$ cat config.mk
export PLATFORM = sky130hd
export DESIGN_NAME = pit_channel
export DESIGN_NICKNAME = d
export VERILOG_FILES = /design/src/rtl/pit_pkg.sv /design/src/rtl/pit_chan_ctrl.sv /design/src/rtl/pit_chan_datapath.sv /design/src/rtl/pit_channel.sv
export SDC_FILE = /design/constraint.sdc
export NUM_CORES = 1
export LEC_CHECK = 0
export CORE_UTILIZATION = 32
export CTS_CLUSTER_DIAMETER = 30
export DETAILED_ROUTE_END_ITERATION = 16
export PLACE_DENSITY_LB_ADDON = 0.2
export SLEW_MARGIN = 10
export SYNTH_ARGS = -nofsm -noshare
export SYNTH_HDL_FRONTEND = slang
export SYNTH_SLANG_ARGS = --single-unit
$ cat constraint.sdc
create_clock -name clk -period 3.2 [get_ports clk]
set_input_delay 0.64 -clock clk [delete_from_list [all_inputs] [get_ports clk]]
set_output_delay 0.64 -clock clk [all_outputs]
set_load 0.01 [all_outputs]
$ cat src/rtl/pit_pkg.sv
package pit_pkg;
  typedef enum logic [2:0] {
    MODE_TC     = 3'd0,
    MODE_RATE   = 3'd2,
    MODE_SQUARE = 3'd3
  } pit_mode_e;

  localparam logic [1:0] ACCESS_LATCH = 2'd0;
  localparam logic [1:0] ACCESS_WORD  = 2'd3;
  localparam logic [1:0] SEL_REJECT   = 2'd3;

  typedef struct packed {
    logic loadLow;
    logic loadHigh;
    logic capture;
    logic rdEn;
    logic rdHigh;
    logic rdLatched;
    logic periodic;
  } pit_strobe_t;
endpackage

$ cat src/rtl/pit_chan_ctrl.sv
module pit_chan_ctrl
  import pit_pkg::*;
#(
  parameter int CHANNEL_ID = 0
) (
  input  logic        clk,
  input  logic        rstN,
  input  logic        ctrlValid,
  input  logic [1:0]  ctrlSel,
  input  logic [1:0]  ctrlAccess,
  input  logic [2:0]  ctrlMode,
  input  logic        ctrlBcd,
  input  logic        wrStrobe,
  input  logic        rdStrobe,
  output pit_strobe_t st,
  output logic        cfgError
);
  localparam logic [1:0] MY_SEL = 2'(CHANNEL_ID);

  pit_mode_e modeReg;
  logic writeMsb, readMsb, latchOn;
  logic hit, selBad, isLatch, modeOk, progOk, progBad;

  always_comb begin
    hit     = ctrlValid && (ctrlSel == MY_SEL) && (ctrlSel != SEL_REJECT);
    selBad  = ctrlValid && (ctrlSel == SEL_REJECT);
    isLatch = hit && (ctrlAccess == ACCESS_LATCH);
    modeOk  = (ctrlMode == MODE_TC) || (ctrlMode == MODE_RATE) || (ctrlMode == MODE_SQUARE);
    progOk  = hit && (ctrlAccess == ACCESS_WORD) && modeOk && !ctrlBcd;
    progBad = hit && (ctrlAccess != ACCESS_LATCH) && !progOk;

    st.loadLow   = wrStrobe && !writeMsb;
    st.loadHigh  = wrStrobe && writeMsb;
    st.capture   = isLatch && !latchOn;
    st.rdEn      = rdStrobe;
    st.rdHigh    = readMsb;
    st.rdLatched = latchOn;
    st.periodic  = (modeReg != MODE_TC);
  end

  always_ff @(posedge clk) begin
    if (!rstN) begin
      modeReg  <= MODE_TC;
      writeMsb <= 1'b0;
      readMsb  <= 1'b0;
      latchOn  <= 1'b0;
      cfgError <= 1'b0;
    end else begin
      cfgError <= selBad || progBad;
      if (progOk) modeReg <= pit_mode_e'(ctrlMode);
      if (wrStrobe) writeMsb <= !writeMsb;
      if (st.capture) begin
        latchOn <= 1'b1;
        readMsb <= 1'b0;
      end else if (rdStrobe) begin
        readMsb <= !readMsb;
        if (latchOn && readMsb) latchOn <= 1'b0;
      end
    end
  end


  latch_hold_chk: assert property (@(posedge clk) disable iff (!rstN)
    latchOn && !(rdStrobe && readMsb) |=> latchOn);


  err_stable_chk: assert property (@(posedge clk) disable iff (!rstN)
    cfgError |-> $stable(modeReg));
endmodule

$ cat src/rtl/pit_chan_datapath.sv
module pit_chan_datapath
  import pit_pkg::*;
#(
  parameter int BUS_W = 8
) (
  input  logic             clk,
  input  logic             rstN,
  input  logic             tickEn,
  input  logic             chanEnable,
  input  logic [BUS_W-1:0] wrData,
  input  pit_strobe_t      st,
  output logic [BUS_W-1:0] rdData,
  output logic             outPin,
  output logic             irqPulse
);
  localparam int CNT_W = 2 * BUS_W;
  localparam logic [CNT_W-1:0] ONE = CNT_W'(1);

  logic [CNT_W-1:0] initCount, periodReg, cnt, latched;
  logic [CNT_W-1:0] lowMerged, highMerged, newPeriod, liveCount, rdWord;
  logic active, terminal;

  always_comb begin
    lowMerged  = {initCount[CNT_W-1:BUS_W], wrData};
    highMerged = {wrData, initCount[BUS_W-1:0]};
    newPeriod  = st.periodic ? highMerged - ONE : highMerged;
    if (!active)          liveCount = '0;
    else if (st.periodic) liveCount = cnt + ONE;
    else                  liveCount = cnt;
    terminal = active && tickEn && (cnt == ONE);
    rdWord   = st.rdLatched ? latched : liveCount;
  end

  always_ff @(posedge clk) begin
    if (!rstN) begin
      initCount <= '0;
      periodReg <= '0;
      cnt       <= '0;
      latched   <= '0;
      active    <= 1'b0;
      outPin    <= 1'b0;
      irqPulse  <= 1'b0;
      rdData    <= '0;
    end else begin
      irqPulse <= terminal && !st.loadLow && !st.loadHigh;
      if (st.loadLow) begin
        initCount <= lowMerged;
        active    <= 1'b0;
        outPin    <= 1'b0;
      end else if (st.loadHigh) begin
        initCount <= highMerged;
        periodReg <= newPeriod;
        if (chanEnable && (newPeriod != '0)) begin
          cnt    <= newPeriod;
          active <= 1'b1;
        end
      end else if (terminal) begin
        if (st.periodic) begin
          cnt <= periodReg;
        end else begin
          outPin <= 1'b1;
          active <= 1'b0;
        end
      end else if (active && tickEn) begin
        cnt <= cnt - ONE;
      end
      if (st.capture) latched <= liveCount;
      if (st.rdEn) rdData <= st.rdHigh ? rdWord[CNT_W-1:BUS_W] : rdWord[BUS_W-1:0];
    end
  end


  irq_tick_chk: assert property (@(posedge clk) disable iff (!rstN)
    irqPulse |-> $past(tickEn));


  out_hold_chk: assert property (@(posedge clk) disable iff (!rstN)
    outPin && !st.loadLow |=> outPin);


  active_count_chk: assert property (@(posedge clk) disable iff (!rstN)
    active |-> (cnt != '0));
endmodule

$ cat src/rtl/pit_channel.sv
module pit_channel
  import pit_pkg::*;
#(
  parameter int CHANNEL_ID = 0,
  parameter int BUS_W      = 8
) (
  input  logic             clk,
  input  logic             rstN,
  input  logic             tickEn,
  input  logic             chanEnable,
  input  logic [BUS_W-1:0] wrData,
  input  logic             wrStrobe,
  input  logic             rdStrobe,
  output logic [BUS_W-1:0] rdData,
  input  logic             ctrlValid,
  input  logic [1:0]       ctrlSel,
  input  logic [1:0]       ctrlAccess,
  input  logic [2:0]       ctrlMode,
  input  logic             ctrlBcd,
  output logic             outPin,
  output logic             irqPulse,
  output logic             cfgError
);
  pit_strobe_t st;

  pit_chan_ctrl #(.CHANNEL_ID(CHANNEL_ID)) i_ctrl (
    .clk(clk), .rstN(rstN), .ctrlValid(ctrlValid), .ctrlSel(ctrlSel),
    .ctrlAccess(ctrlAccess), .ctrlMode(ctrlMode), .ctrlBcd(ctrlBcd),
    .wrStrobe(wrStrobe), .rdStrobe(rdStrobe), .st(st), .cfgError(cfgError)
  );

  pit_chan_datapath #(.BUS_W(BUS_W)) i_datapath (
    .clk(clk), .rstN(rstN), .tickEn(tickEn), .chanEnable(chanEnable),
    .wrData(wrData), .st(st), .rdData(rdData), .outPin(outPin), .irqPulse(irqPulse)
  );
endmodule

==> results.cfg <==
[global_routing]
grt_util_all_layers_pct = 16.77
grt_remaining_overflow = 0
grt_max_degree = 72
grt_pass1_wl_microns = 19310
antenna_found_initial = 0
grt_pass1_vias = 3810

[clock_network]
clk_latency_ps = 330
cts_made_buffers = 9
cts_tree = done
post_cts_buffers = 0
clockBufferDepth = 2
cts_htree_levels = 3
cts-hold-fix-buffers = 0
cts_resized = 0
clock_sinks = 74
clk_pin_slew_worst_paths_ps = 60
root_buffer = clkbuf_16

[worst_setup_path]
criticalPathCategory = flop to flop
r2r_slack_ps = 490
reg2reg_to = i_datapath.cnt[13]$_SDFFE_PN0P_
cp_top_family = simple AND/OR/NAND/NOR gates
path_common_cell = o21ai_0
cp.arrival_ps = 2920
cp_max_fo = 14
cp.required_ps = 3410
cp-startpoint = i_datapath.cnt[7]$_SDFFE_PN0P_
end_kind = flop
r2r.worst_path.cells = 7
crit_buf_inv = 0
start_kind = flop
reg2reg_from = i_datapath.cnt[7]$_SDFFE_PN0P_
path_cells = or4_1 -> and4bb_2 -> nand3_1 -> o21ai_0 -> a21oi_1 -> o21ai_0 -> mux2i_1
slowest_delay_ps = 630
crit_slowest_cell = or4_1

[routing]
drtIter0Drc = 199
route.detailed.drc = 0
drtPass1Iterations = 4
num_vias = 4001
drtAntennaViolNets = 0
vias_per_cell = 5.136
wl_per_cell_microns = 14.94
routed_wl_microns = 11640

[synth]
synth-edff-count = 0
ys_seq_area_share_pct = 32.50
synthCells = 591
synth_area_sq_um = 4558
yosys_most_used_dff = dfxtp_1
async_flop_share_pct = 0
syn_avg_cell_area_sq_um = 7.713
synth-seq-cells = 74
syn_nets = 618
synth_warnings = 0
synth.distinct_cells = 67

[min_path]
min_to = i_datapath.periodReg[7]$_SDFFE_PN0P_
hold_depth = 2
hold_path_class = flop to flop
hold_start = i_datapath.periodReg[7]$_SDFFE_PN0P_

[timing]
period_minus_slack_ps = 2709
worstMarginPinSlew_ps = 659.6
drv_slew = 0
fmax_mhz = 369.1
holdWs_ps = 458.0
tns_ps = 0
hold_violations = 0
fin_crit_sh_pct = 84.66
slew_headroom_pct = 56.03
rsz0062_at_grt = no
setup_viol = 0
finClkSkew_ps = 4.256

[place]
gp_congestion = 0.9218
io_buffers = 33
place_hpwl_microns = 8431
dpl_cell_area_sq_um = 4976

[floorplanning]
coreArea_sq_um = 13880
rows = 43
die-area_sq_um = 14730
die_w_microns = 121.4
die_h_microns = 121.4
io_pins = 34
start_util_pct = 32.84

[power_and_ir_drop]
power.density_nw_per_um2 = 462.9
ir_drop_mv = 0.2270
p_leak_nw = 2.017
power.total_mw = 2.439

[finish]
fin_area_sq_um = 5269
final_common_cell = nand2_1
layout.nets = 623
final.fill_count = 1475
area_delta_synth_final_pct = 15.59
layout-drive-gt1-share_pct = 7.179
final_cell_mix = nand2_1 (126), dfxtp_1 (74), o21ai_0 (37)
diodes = 0

[job]
drv_cap = 0

[status]
status = finished clean
[state kept, by name (all words and copies together) (netlist names)]
register              count
i_datapath.active         1
i_ctrl.writeMsb           1
i_ctrl.latchOn            1
i_datapath.rdData         8
i_ctrl.cfgError           1
i_ctrl.readMsb            1
i_datapath.outPin         1
i_datapath.latched       16
i_datapath.irqPulse       1
i_datapath.initCount      8
i_datapath.cnt           16
i_datapath.periodReg     16
i_ctrl.modeReg            3
[final cells by class]
class | count | area, sq um | area share (%)
clock buffer | 11 | 252.7 | 4.797
clock inverter | 3 | 40.04 | 0.7599
inverter | 8 | 30.03 | 0.5699
multi-input combinational | 456 | 2796 | 53.08
sequential | 74 | 1481 | 28.12
tap | 180 | 225.2 | 4.275
timing repair buffer | 47 | 442.9 | 8.407
[worst min-delay path: stages (launching register included)]
cell,delay (ps)
dfxtp_1,300
nand2_1,40
a21boi_0,60
[power by group]
part	internal, mW	switching [mW]
combinational	0.198	0.225
clock	0.635	0.376
sequential	0.954	0.0507
total	1.79	0.652
[per-layer routing]
layer	track usage, %	part of all wire (%)	up-vias	routed length, microns
met3	3.524	3.7	15	434
met2	28.44	47	71	5478
met4	5.247	1.4	0	166
li1	-	-	2053	-
met5	0	0	-	0
met1	21.04	48	1862	5555
[cells in the mapped netlist (all sizes together) (9+ instances only)]
master,number,area share (%)
xnor2,22,4.2
o21ai,38,4.2
clkbuf,43,3.6
mux2i,22,4.8
a21boi,24,4.0
nor4,10,1.5
and2,16,2.2
dfxtp,74,33
nor3,15,2.0
nor2b,9,1.2
nand3,12,1.3
nor2,31,2.7
xor2,19,3.7
nand2,126,10
buf,9,1.6
a21oi,14,1.6
[cells by family after synthesis]
| logic type | count (synthesis) | share of synthesized area (%) |
|---|---|---|
| compound gates | 123 | 18.50 |
| xor+xnor | 41 | 7.878 |
| fa+ha+maj | 4 | 1.098 |
| buf+inv | 61 | 6.148 |
| flops | 74 | 32.50 |
| mux | 23 | 5.078 |
| simple gates | 265 | 28.80 |
[worst max-delay path by stage]
stage	slack, ps	cells after the start	end
detailed placement	270	9	i_datapath.cnt[6]$_SDFFE_PN0P_
CTS	520	8	i_datapath.cnt[11]$_SDFFE_PN0P_
floorplan	610	10	i_datapath.cnt[11]$_SDFFE_PN0P_
finish	490	7	i_datapath.cnt[13]$_SDFFE_PN0P_
global route	350	7	i_datapath.cnt[13]$_SDFFE_PN0P_
global placement	290	9	i_datapath.cnt[9]$_SDFFE_PN0P_
[per-stage QoR]
step	util, %	setup WS (ps)	std cells
after floorplan	-	607.4	591
after global placement	35.85	294.8	765
after detailed placement	35.85	265.0	765
after CTS	37.96	522.4	779
after global routing	37.96	354.9	779
final	37.96	491.0	779
(Power assumes the default switching activity.)
